**src/rtl/an_pkg.sv**
```systemverilog
package an_pkg;
   typedef enum logic [1:0] {
      ST_FORCED = 2'd0,
      ST_HOLD   = 2'd1,
      ST_LISTEN = 2'd2,
      ST_DONE   = 2'd3
   } an_st_e;

   localparam int WORD_W      = 16;
   localparam int ABIL_N      = 4;
   localparam int EXP_W       = 5;
   localparam int CB_DUPLEX   = 8;
   localparam int CB_RESTART  = 9;
   localparam int CB_AN_EN    = 12;
   localparam int CB_SPEED    = 13;
   localparam int LP_ABIL_LSB = 5;
   localparam int EX_LP_ABLE  = 0;
   localparam int EX_PAGE     = 1;
   localparam int EX_PD_FLT   = 4;
   localparam logic [WORD_W-1:0] PD_WORD_100 = 16'h0081;
   localparam logic [WORD_W-1:0] PD_WORD_10  = 16'h0021;
endpackage

```
**src/rtl/an_prio_pick.sv**
```systemverilog
module an_prio_pick #(
   parameter int N = 4
) (
   input  logic [N-1:0]         local_abil,
   input  logic [N-1:0]         peer_abil,
   output logic                 hit,
   output logic [$clog2(N)-1:0] pick
);
   localparam int IW = $clog2(N);

   if (N < 2) begin : g_bad_n
      $error("an_prio_pick: N must be at least 2");
   end

   logic [N-1:0] common;
   assign common = local_abil & peer_abil;

   // higher index means higher priority; the last match in the loop wins
   always_comb begin
      hit  = 1'b0;
      pick = '0;
      for (int i = 0; i < N; i++) begin
         if (common[i]) begin
            hit  = 1'b1;
            pick = IW'(i);
         end
      end
   end
endmodule

```
**src/rtl/an_par_detect.sv**
```systemverilog
module an_par_detect (
   input  logic link_lo,
   input  logic link_hi,
   output logic single_ok,
   output logic conflict
);
   assign single_ok = link_lo ^ link_hi;
   assign conflict  = link_lo & link_hi;
endmodule

```
**src/rtl/an_hold_timer.sv**
```systemverilog
module an_hold_timer #(
   parameter int HOLD_CYC = 8
) (
   input  logic clk,
   input  logic rst_n,
   input  logic start,
   output logic expire
);
   localparam int CW = (HOLD_CYC > 1) ? $clog2(HOLD_CYC) : 1;
   localparam logic [CW-1:0] LAST = CW'(HOLD_CYC - 1);

   if (HOLD_CYC < 1) begin : g_bad_hold
      $error("an_hold_timer: HOLD_CYC must be at least 1");
   end

   logic [CW-1:0] cnt_q;
   logic          run_q;

   always_ff @(posedge clk) begin
      if (!rst_n) begin
         cnt_q <= '0;
         run_q <= 1'b0;
      end else if (start) begin
         cnt_q <= '0;
         run_q <= 1'b1;
      end else if (run_q) begin
         if (cnt_q == LAST) begin
            run_q <= 1'b0;
         end else begin
            cnt_q <= cnt_q + 1'b1;
         end
      end
   end

   assign expire = run_q && (cnt_q == LAST);
endmodule

```
**src/rtl/an_mode_resolver.sv**
```systemverilog
module an_mode_resolver
   import an_pkg::*;
#(
   parameter int BREAK_CYC     = 37_500_000,
   parameter bit PD_EN         = 1'b1,
   parameter bit RST_AN_EN     = 1'b1,
   parameter bit RST_FORCE_100 = 1'b1,
   parameter bit RST_FORCE_FDX = 1'b1
) (
   input  logic              clk,
   input  logic              rst_n,
   input  logic [ABIL_N-1:0] adv_abil,
   input  logic [WORD_W-1:0] lp_word,
   input  logic              lp_word_vld,
   input  logic              link10_ok,
   input  logic              link100_ok,
   input  logic              ctl_wr,
   input  logic [WORD_W-1:0] ctl_wdata,
   output logic [WORD_W-1:0] ctl_rd,
   output logic              mode_100,
   output logic              mode_fdx,
   output logic              mode_vld,
   output logic              an_done,
   output logic [WORD_W-1:0] lpar_q,
   output logic [EXP_W-1:0]  exp_q,
   output logic              pd_fault,
   output logic              tx_quiet
);
   localparam int PW = $clog2(ABIL_N);

   if (ABIL_N != 4) begin : g_bad_abil
      $error("an_mode_resolver: ability vector must have four modes");
   end
   if (LP_ABIL_LSB + ABIL_N > WORD_W) begin : g_bad_word
      $error("an_mode_resolver: ability field exceeds code word");
   end

   an_st_e            st_q, st_d;
   logic              en_q, spd_q, dup_q;
   logic [WORD_W-1:0] lpar_d, lpar_r;
   logic              able_q, able_d, page_q, page_d, flt_q, flt_d;
   logic              r100_q, r100_d, rfdx_q, rfdx_d;
   logic              go_hold, hold_expire;
   logic              cw_hit;
   logic [PW-1:0]     cw_pick;
   logic              pd_single, pd_conflict;
   logic              force_req, restart_req, link_cur;

   an_prio_pick #(.N(ABIL_N)) u_pick (
      .local_abil (adv_abil),
      .peer_abil  (lp_word[LP_ABIL_LSB +: ABIL_N]),
      .hit        (cw_hit),
      .pick       (cw_pick)
   );

   if (PD_EN) begin : g_pd
      an_par_detect u_pd (
         .link_lo   (link10_ok),
         .link_hi   (link100_ok),
         .single_ok (pd_single),
         .conflict  (pd_conflict)
      );
   end else begin : g_no_pd
      assign pd_single   = 1'b0;
      assign pd_conflict = 1'b0;
   end

   an_hold_timer #(.HOLD_CYC(BREAK_CYC)) u_hold (
      .clk    (clk),
      .rst_n  (rst_n),
      .start  (go_hold),
      .expire (hold_expire)
   );

   assign force_req   = ctl_wr && !ctl_wdata[CB_AN_EN];
   assign restart_req = ctl_wr && ctl_wdata[CB_AN_EN] &&
                        (ctl_wdata[CB_RESTART] || !en_q);
   assign link_cur    = r100_q ? link100_ok : link10_ok;

   always_comb begin
      st_d    = st_q;
      lpar_d  = lpar_r;
      able_d  = able_q;
      page_d  = page_q;
      flt_d   = flt_q;
      r100_d  = r100_q;
      rfdx_d  = rfdx_q;
      go_hold = 1'b0;
      if (force_req) begin
         st_d   = ST_FORCED;
         lpar_d = '0;
         able_d = 1'b0;
         page_d = 1'b0;
         flt_d  = 1'b0;
      end else if (restart_req) begin
         st_d    = ST_HOLD;
         go_hold = 1'b1;
         lpar_d  = '0;
         able_d  = 1'b0;
         page_d  = 1'b0;
         flt_d   = 1'b0;
      end else begin
         unique case (st_q)
            ST_HOLD: begin
               if (hold_expire) st_d = ST_LISTEN;
            end
            ST_LISTEN: begin
               if (lp_word_vld) begin
                  lpar_d = lp_word;
                  able_d = 1'b1;
                  page_d = 1'b1;
                  if (cw_hit) begin
                     st_d   = ST_DONE;
                     r100_d = cw_pick[1];
                     rfdx_d = cw_pick[0];
                  end
               end else if (pd_single) begin
                  st_d   = ST_DONE;
                  r100_d = link100_ok;
                  rfdx_d = 1'b0;
                  able_d = 1'b0;
                  lpar_d = link100_ok ? PD_WORD_100 : PD_WORD_10;
               end else if (pd_conflict) begin
                  flt_d = 1'b1;
               end
            end
            ST_DONE: begin
               if (!link_cur) begin
                  st_d    = ST_HOLD;
                  go_hold = 1'b1;
                  lpar_d  = '0;
                  able_d  = 1'b0;
                  page_d  = 1'b0;
                  flt_d   = 1'b0;
               end
            end
            default: ;
         endcase
      end
   end

   always_ff @(posedge clk) begin
      if (!rst_n) begin
         st_q   <= RST_AN_EN ? ST_LISTEN : ST_FORCED;
         en_q   <= RST_AN_EN;
         spd_q  <= RST_FORCE_100;
         dup_q  <= RST_FORCE_FDX;
         lpar_r <= '0;
         able_q <= 1'b0;
         page_q <= 1'b0;
         flt_q  <= 1'b0;
         r100_q <= 1'b0;
         rfdx_q <= 1'b0;
      end else begin
         st_q   <= st_d;
         lpar_r <= lpar_d;
         able_q <= able_d;
         page_q <= page_d;
         flt_q  <= flt_d;
         r100_q <= r100_d;
         rfdx_q <= rfdx_d;
         if (ctl_wr) begin
            en_q  <= ctl_wdata[CB_AN_EN];
            spd_q <= ctl_wdata[CB_SPEED];
            dup_q <= ctl_wdata[CB_DUPLEX];
         end
      end
   end

   always_comb begin
      ctl_rd            = '0;
      ctl_rd[CB_AN_EN]  = en_q;
      ctl_rd[CB_SPEED]  = spd_q;
      ctl_rd[CB_DUPLEX] = dup_q;
      exp_q             = '0;
      exp_q[EX_LP_ABLE] = able_q;
      exp_q[EX_PAGE]    = page_q;
      exp_q[EX_PD_FLT]  = flt_q;
   end

   assign lpar_q   = lpar_r;
   assign pd_fault = flt_q;
   assign an_done  = (st_q == ST_DONE);
   assign tx_quiet = (st_q == ST_HOLD);
   assign mode_vld = (st_q == ST_FORCED) || (st_q == ST_DONE);
   assign mode_100 = (st_q == ST_FORCED) ? spd_q : (st_q == ST_DONE) ? r100_q : 1'b0;
   assign mode_fdx = (st_q == ST_FORCED) ? dup_q : (st_q == ST_DONE) ? rfdx_q : 1'b0;
endmodule

```
**config.mk**
```make
export PLATFORM = sky130hd
export DESIGN_NAME = an_mode_resolver
export DESIGN_NICKNAME = d
export VERILOG_FILES = /design/src/rtl/an_pkg.sv /design/src/rtl/an_prio_pick.sv /design/src/rtl/an_par_detect.sv /design/src/rtl/an_hold_timer.sv /design/src/rtl/an_mode_resolver.sv
export SDC_FILE = /design/constraint.sdc
export NUM_CORES = 1
export LEC_CHECK = 0
export CORE_UTILIZATION = 39
export DETAILED_ROUTE_END_ITERATION = 8
export PLACE_DENSITY = 0.69
export SLEW_MARGIN = 20
export SYNTH_ARGS = -nofsm -noshare
export SYNTH_HDL_FRONTEND = slang
export SYNTH_SLANG_ARGS = --single-unit
```
**constraint.sdc**
```tcl
create_clock -name clk -period 3.5 [get_ports clk]
set_clock_uncertainty 0.2 [all_clocks]
set_input_delay 0.525 -clock clk [delete_from_list [all_inputs] [get_ports clk]]
set_output_delay 0.525 -clock clk [all_outputs]
set_load 0.005 [all_outputs]
```
# --- Word level (Yosys, flattened, before mapping) ---
# Index checks and enable logic that the tools add are counted.
# W data, S select, Z words.
op_classes:
  n_addsub: 1
  multipliers: 0
  n_div: 0
  n_lt_le_gt_ge: 0
  n_eq_ne: 19
  shifts: 0
  n_mux: 47
  bitwise: 7
  n_reduce_logical: 23
ops:
  columns: ["op", "n"]
  rows:
  - ["$mux W16", 3]
  - ["$pmux W16 S2", 1]
  - ["$mux W1", 29]
  - ["$add A26 B1 Y26 const B", 1]
  - ["$eq A26 B26 Y1 const B", 1]
  - ["$reduce_and A5 Y1", 4]
  - ["$mux W2", 9]
  - ["$mux W8", 1]
  - ["$ne A2 B2 Y1 const B", 4]
  - ["$ne A4 B4 Y1 const B", 2]
  - ["$pmux W1 S2", 3]
  - ["$pmux W2 S3", 1]
  - ["$reduce_and A3 Y1", 2]
  - ["$ne A5 B4 Y1 const B", 1]
  - ["$ne A5 B5 Y1 const B", 1]
  - ["$reduce_bool A5 Y1", 1]
  - ["$and A4 B4 Y4", 1]
  - ["$eq A2 B2 Y1 const B", 2]
  - ["$logic_and A1 B1 Y1", 4]
  - ["$ne A2 B1 Y1 const B", 2]
  - ["$ne A4 B1 Y1 const B", 1]
  - ["$ne A4 B3 Y1 const B", 1]
  - ["$not A1 Y1", 4]
  - ["$reduce_bool A2 Y1", 2]
  - ["other kinds (13)", 16]
word_totals:
  register_bits: 53
  latch_bits: 0
  mem_bits_rw: 0
  rom_bits: 0
  in_bits: 42
  wordCells: 110
  n_memories: 0

# --- Longest topological paths before layout ---
# Gate-level depths: netlist of the first run.
depth:
  depth_word: 10
  ltp_mapped: 9
  ltp_nobuf: 7

# --- By module ---
# Synthesis of the first run repeated with hierarchy kept, for this count alone.
hier_totals:
  cells_unflattened: 335
  hier_area_um2: 2761.4
modules_own_cells:
  columns: ["module", "instances", "cells_each", "area_per_inst_um2", "seq_area_each_um2"]
  rows:
  - ["an_mode_resolver", 1, 175, 1403.8, 520.5]
  - ["an_hold_timer", 1, 155, 1312.5, 540.5]
  - ["an_prio_pick", 1, 4, 32.5, 0.0]
  - ["an_par_detect", 1, 1, 12.5, 0.0]

# --- Worst setup path after synthesis of the first run ---
# Ideal clock, no wire load.
synth_path:
  path_kind: "input -> register"
  from: "input link10_ok"
  to: "register lpar_r[11], in the netlist lpar_q[11]"
  t_arrival_ns: 1.839
  path_slack_ns: 1.333
  cell_stages: 8
  path_cell_list: "ha_1 > nor2_1 > and2_1 > or3_1 > clkbuf_1 > buf_2 > a22oi_1 > nor2_1"
synth_via:
  elab_chain_len: 3
synth_rtl:
  columns: ["element", "line", "text"]
  rows:
  - ["from (decl)", "an_mode_resolver.sv:15", "input logic link10_ok,"]
  - ["$xor A1 B1 Y1 / $mux W1 (equally long branches)", "an_par_detect.sv:7, an_mode_resolver.sv:78", null]
  - ["$ne A3 B2 Y1 (no source line) / $ne A2 B2 Y1 (equally long branches)", null, null]
  - ["$reduce_and A3 Y1 (no source line) *", null, null]
  - ["to (signal assigned)", "an_mode_resolver.sv:156", "lpar_r <= lpar_d;"]
  - ["to (decl)", "an_mode_resolver.sv:40", "logic [WORD_W-1:0] lpar_d, lpar_r;"]
# Mark *: on every way between the ends. The rest lies on a longest branch, timed or not.
# A chain may end at the register's enable or synchronous reset.

# --- Final worst setup path of the first run ---
layout_path:
  from: "register st_q[1]"
  to: "output mode_fdx"
layout_via:
  elab_chain_len: 3
layout_rtl:
  columns: ["element", "line", "text"]
  rows:
  - ["from (decl)", "an_mode_resolver.sv:38", "an_st_e st_q, st_d;"]
  - ["from (signal assigned)", "an_mode_resolver.sv:144", "st_q <= RST_AN_EN ? ST_LISTEN : ST_FORCED;"]
  - ["from (signal assigned)", "an_mode_resolver.sv:155", "st_q <= st_d;"]
  - ["$eq A2 B2 Y1", "an_mode_resolver.sv:187", "assign mode_fdx = (st_q == ST_FORCED) ? dup_q : (st_q == ST_DONE) ? rfdx_q : 1'b0;"]
  - ["$mux W1", "an_mode_resolver.sv:187", null]
  - ["$mux W1 *", "an_mode_resolver.sv:187", null]
  - ["to (decl)", "an_mode_resolver.sv:21", "output logic mode_fdx,"]
# Marks and branches as above.

==> results of run 1 <==
## routing by layer
layer,part of all wire (%),global-route usage [%],routed length [microns]
met1,45,20.2,2640
met2,47,27.9,2720
met3,6.7,5.87,392
met4,1.5,5.61,89
met5,0,0,0
## kinds of logic (layout without fill, tap and decap cells)
logic type      Yosys count  after routing  share of synthesized area (%)
compound gates           49             49                           11.7
xor+xnor                 21             21                           6.70
fa+ha+maj                 6              6                           2.73
buf+inv                  41             75                           8.57
flops                    53             53                           38.7
mux                      10             10                           3.69
other cells               1             15                          0.137
simple gates            141            141                           27.8
## worst paths after layout
kind	slack (ps)	cells past startpoint	start	end
max	790	4	st_q[1]	mode_fdx
min	290	2	page_q	page_q
max reg2reg	1190	5	st_q[1]	lpar_q[0]
min reg2reg	290	2	page_q	page_q
## through the flow
| step | setup WS (ps) | hold WS (ps) | total power, uW | util [%] | area (sq um) |
|---|---|---|---|---|---|
| detailed placement | 687 | 278 | 969 | 48.7 | 3310 |
| CTS | 821 | 296 | 1340 | 50.1 | 3400 |
| global placement | 699 | 269 | 966 | 48.7 | 3310 |
| finish | 791 | 294 | 1330 | 50.1 | 3400 |
| floorplan | 1330 | 254 | 851 | - | 2800 |
| global route | 686 | 316 | 1410 | 50.1 | 3400 |
## registers in the layout, summed over array words and instances, names as in the netlist
| register | cells |
|---|---|
| able_q | 1 |
| dup_q | 1 |
| en_q | 1 |
| lpar_q | 16 |
| page_q | 1 |
| pd_fault | 1 |
| r100_q | 1 |
| rfdx_q | 1 |
| spd_q | 1 |
| st_q | 2 |
| u_hold.cnt_q | 26 |
| u_hold.run_q | 1 |
## power groups by stage
stage	logic, uW	clock network [uW]	registers [uW]
6_report	311	367	647
5_1_grt	345	410	651
3_3_place_gp	306	0	660
2_1_floorplan	193	0	659
3_5_place_dp	309	0	661
4_1_cts	311	386	647
## critical path: stages (launching register included)
cell and delay (ps):
dfxtp_1 430, ha_1 440, nand2_1 90, o21ai_0 180, clkdlybuf4s50_1 530
## cells in the mapped netlist (all sizes together), types with 6 or more instances
cell type and count:
ha 6, clkbuf 12, or3 6, buf 23, nand3 16, inv 6, xnor2 8, a22oi 15
nand2 25, a21oi 12, nand4 10, nor2b 6, dfxtp 53, mux2i 9, xor2 13, o21ai 10
nor2 47
## final cells by class
type,instances,area (sq um),share of cell area (%)
Clock buffer,5,68.8,2.02
Timing Repair Buffer,61,601,17.7
Sequential cell,53,1060,31.2
Inverter,6,22.5,0.662
Clock inverter,3,26.3,0.773
Multi-Input combinational cell,242,1500,44.2
Tap cell,96,120,3.53
==> flow_summary_export.csv, run 1 <==
group,metric,value,unit
global_routing,grt_usage,16.8,%
synthesis,synth_top_area_share,38.7,%
routing,drtIter0Drc,87,
floorplanning,pin_count,85,
floorplanning,die_w,85.9,microns
power_and_ir_drop,power.share.clock,27.7,%
cts,post_cts_buffers,0,
cells_and_area,areaGrowthSynthToFinish,23.9,%
global_routing,grt-ovfl-total,0,
timing,finalSetupViolations,0,
cells_and_area,layout_commonest_cell,"clkdlybuf4s50_1",
floorplanning,start_util,40.4,%
synthesis,postSynth.asyncResetShare,0,%
cells_and_area,nFillCells,671,
routing,ant_nets,0,
cts,clkLatencyLatePin,310,ps
global_routing,grt_pass1_wl,10000,microns
cts,clkSinkCount,53,
setup_path,critical_path_class,"reg -> out",
timing,fmax,369,MHz
cts,clk_pin_slew_worst_paths,110,ps
setup_path,path_max_fanout,12,
cts,htree_num_levels,2,
routing,wl_per_cell,12.5,microns
global_routing,antenna_found_initial,0,
place,dp.cells,458,
power_and_ir_drop,p_sw_share,29.8,%
synthesis,ys_warn_count,0,
cells_and_area,fin_nets,417,
timing,hold_viol_final,0,
global_routing,grt_max_degree,27,
routing,via_count,2341,
cells_and_area,instances_no_fill,466,
timing,fin_crit_sh,77.4,%
routing,drc,0,
synthesis,yosys_most_used_dff,"dfxtp_1",
power_and_ir_drop,powerDensity,390,mW/mm^2
floorplanning,dieArea,0.00738,sq mm
status,status,"completed",
synthesis,synthTopCellsByArea,"dfxtp_1 (39%), nor2_1 (6.4%), buf_4 (5.7%)",
cts,root_buffer,"clkbuf_8",
place,hpwl,4240,microns
synthesis,synth_edf_count,0,
cts,cts_tree,"done",
synthesis,ys_seq_area_share,38.7,%
setup_path,crit_path_end_kind,"output port",
cts,numCtsBuffers,5,
synthesis,ys_seq_elements,53,
flow_run,maxCapViolCount,0,
cells_and_area,mostFrequentLayoutCells,"clkdlybuf4s50_1 (57), dfxtp_1 (53), nor2_1 (47)",
routing,routed_wl,5840,microns
timing,rsz0062_at_grt,"false",
power_and_ir_drop,p_int,931,uW
timing,drv_slew,0,
cells_and_area,antenna_cells,0,
routing,drt_pre_antenna_iters,4,
synthesis,synth.distinct_cells,46,
timing,fin_setup_tns,0,ps
synthesis,syn_area,0.00275,sq mm
power_and_ir_drop,comb_power_share,23.5,%
setup_path,worstPathArrival,1980,ps
cts,cts-hold-fix-buffers,0,
global_routing,first_global_vias,2265,
power_and_ir_drop,p_seq_share,48.8,%
routing,vias_per_cell,5.02,
floorplanning,fp.coreArea,0.00679,sq mm
timing,period_needed,2710,ps
floorplanning,core.rowCount,30,
place,io_buffers,57,
cells_and_area,drive_gt1_share,5.41,%
synthesis,syn_avg_cell_area,8.53,sq um
cts,cts-resized-gates,0,
timing,worst_pin_slew,575,ps
timing,slew_headroom,61.6,%
place,place_congestion,0.812,
synthesis,synthCells,322,
hold_path,hold_class,"reg -> reg",
setup_path,crit_required,2770,ps
power_and_ir_drop,p_sw,395,uW
floorplanning,die_h,85.9,microns
power_and_ir_drop,cellLeakagePower,0.00128,uW
setup_path,cp-start-kind,"flip-flop",
cts,ctsLongestPathBuffers,2,
synthesis,yosysTopAreaCell,"dfxtp_1",
power_and_ir_drop,peakVddDrop,0.230,mV
Note: power is estimated with default switching activity, not from simulation.
==> run 2: changes to the inputs <==
--- a/config.mk
+++ b/config.mk
@@ -7,7 +7,7 @@
 export LEC_CHECK = 0
 export CORE_UTILIZATION = 39
 export DETAILED_ROUTE_END_ITERATION = 8
-export PLACE_DENSITY = 0.69
+export PLACE_DENSITY = 0.71
 export SLEW_MARGIN = 20
 export SYNTH_ARGS = -nofsm -noshare
 export SYNTH_HDL_FRONTEND = slang
==> constraint.sdc (replaced) <==
create_clock -name clk -period 2.35 [get_ports clk]
set_clock_uncertainty 0.2 [all_clocks]
set_input_delay 0.3525 -clock clk [delete_from_list [all_inputs] [get_ports clk]]
set_output_delay 0.3525 -clock clk [all_outputs]
set_load 0.005 [all_outputs]
==> run 2 against run 1 <==
Net effect: combinational power rose by 68%; clock power increased by 55%; first-iteration DRC count up 6.9%; worst hold slack worse by 7.4 ps; global-route usage is 0.24 points higher; largest power group unchanged.
==> flow_summary_export.csv, run 2 (synthesis results as in run 1) <==
group,metric,value,unit
status,status,"completed",
floorplanning,die_w,85.9,microns
cts,cts_tree,"done",
place,io_buffers,57,
global_routing,grt_pass1_wl,10200,microns
cells_and_area,drive_gt1_share,9.87,%
floorplanning,start_util,40.4,%
cts,root_buffer,"clkbuf_8",
cells_and_area,nFillCells,640,
global_routing,grt_usage,17.0,%
cts,ctsLongestPathBuffers,2,
cts,post_cts_buffers,0,
timing,fmax,444,MHz
cts,clkLatencyLatePin,320,ps
global_routing,grt_max_degree,27,
cells_and_area,top_register,"u_hold.cnt_q",
setup_path,cp_slowest_cell,"clkdlybuf4s50_1",
cts,clkSinkCount,53,
setup_path,worstPathArrival,1700,ps
setup_path,cpPeakStageDelay,520,ps
timing,period_needed,2250,ps
timing,finalSetupViolations,0,
floorplanning,pin_count,85,
power_and_ir_drop,power,2060,uW
global_routing,grt-ovfl-total,0,
cts,htree_num_levels,2,
cells_and_area,areaGrowthSynthToFinish,29.4,%
global_routing,grt.busiest_layer,"met2",
place,dp.cells,473,
power_and_ir_drop,peakVddDrop,0.278,mV
routing,via_count,2414,
global_routing,met1_usage,19.1,%
timing,drv_slew,0,
routing,drc,0,
setup_path,cp-start-kind,"flip-flop",
cts,numCtsBuffers,5,
global_routing,use_met2,30.6,%
timing,fin_crit_sh,95.8,%
floorplanning,dieArea,0.00738,sq mm
floorplanning,fp.coreArea,0.00679,sq mm
cells_and_area,layout_commonest_cell,"clkdlybuf4s50_1",
routing,vias_per_cell,5.02,
power_and_ir_drop,cellLeakagePower,0.00138,uW
cells_and_area,instances_no_fill,481,
floorplanning,die_h,85.9,microns
cells_and_area,antenna_cells,0,
routing,drtIter0Drc,93,
setup_path,crit_required,1800,ps
global_routing,grt_use_met3,4.91,%
setup_path,path_cells,"inv_1 > ha_1 > o21ai_1 > clkdlybuf4s50_1",
hold_path,hold_class,"reg -> reg",
cts,clk_pin_slew_worst_paths,100,ps
global_routing,first_global_vias,2358,
global_routing,antenna_found_initial,0,
routing,routed_wl,5970,microns
setup_path,path_max_fanout,4,
floorplanning,core.rowCount,30,
cts,cts-hold-fix-buffers,0,
cells_and_area,fin_nets,432,
routing,ant_nets,0,
power_and_ir_drop,powerDensity,581,mW/mm^2
timing,fin_setup_tns,0,ps
routing,drt_pre_antenna_iters,6,
setup_path,critical_path_class,"reg -> out",
cells_and_area,largest_reg_flops,26,
timing,hold_viol_final,0,
place,place_congestion,0.857,
setup_path,crit_path_end_kind,"output port",
cells_and_area,mostFrequentLayoutCells,"clkdlybuf4s50_1 (56), dfxtp_1 (51), nor2_1 (47)",
flow_run,maxCapViolCount,0,
place,hpwl,4540,microns
timing,rsz0062_at_grt,"false",
routing,wl_per_cell,12.4,microns
## run 2: worst paths after layout
path | from | endpoint | slack, ps | depth (start not counted)
worst max-delay path | st_q[0] | mode_100 | 100 | 4
worst min-delay path | page_q | page_q | 290 | 2
worst max register to register | u_hold.cnt_q[11] | st_q[0] | 250 | 5
worst min register to register | page_q | page_q | 290 | 2
## run 2: final cells by class
cell class | instances | area (sq um) | share of cell area [%]
Clock buffer | 6 | 82.6 | 2.33
Sequential cell | 53 | 1070 | 30.0
Multi-Input combinational cell | 242 | 1510 | 42.6
Timing Repair Buffer | 76 | 728 | 20.5
Clock inverter | 2 | 17.5 | 0.493
Tap cell | 96 | 120 | 3.38
Inverter | 6 | 22.5 | 0.634
## run 2: repair_timing
action	4_1_cts	5_1_grt
setup endpoints to repair	2	2
resized for setup	4	3
gates cloned	0	0
## run 2: report_power, final
part           leakage [uW]  switching (uW)  internal (uW)
sequential         0.000430            32.7            938
combinational      0.000899             240            283
clock             0.0000518             322            245
total               0.00138             595           1470
## run 2: worst max-delay path: cells and delay by family, from the launching register on
family                   cells  cell delay (ps)
AO/OA/AOI/OAI                1              150
adder cells (fa/ha/maj)      1              240
buffers and inverters        2              610
flip-flops                   1              390
## run 2: per-layer routing
layer / part of all wire, % / wire length (microns)
met5: 0 / 0
met4: 1.9 / 116
met3: 5.5 / 327
met2: 48 / 2880
met1: 44 / 2640
## run 2: through the flow
step | hold WS [ps] | utilization [%] | cell area [sq um] | worst slack, ps
after floorplan | 254 | - | 2800 | 243
after global placement | 272 | 50.5 | 3430 | -47.3
after detailed placement | 280 | 50.5 | 3430 | -81.5
after CTS | 295 | 52.2 | 3550 | 11.6
after global routing | 331 | 52.3 | 3550 | 38.0
final | 287 | 52.3 | 3550 | 99.2
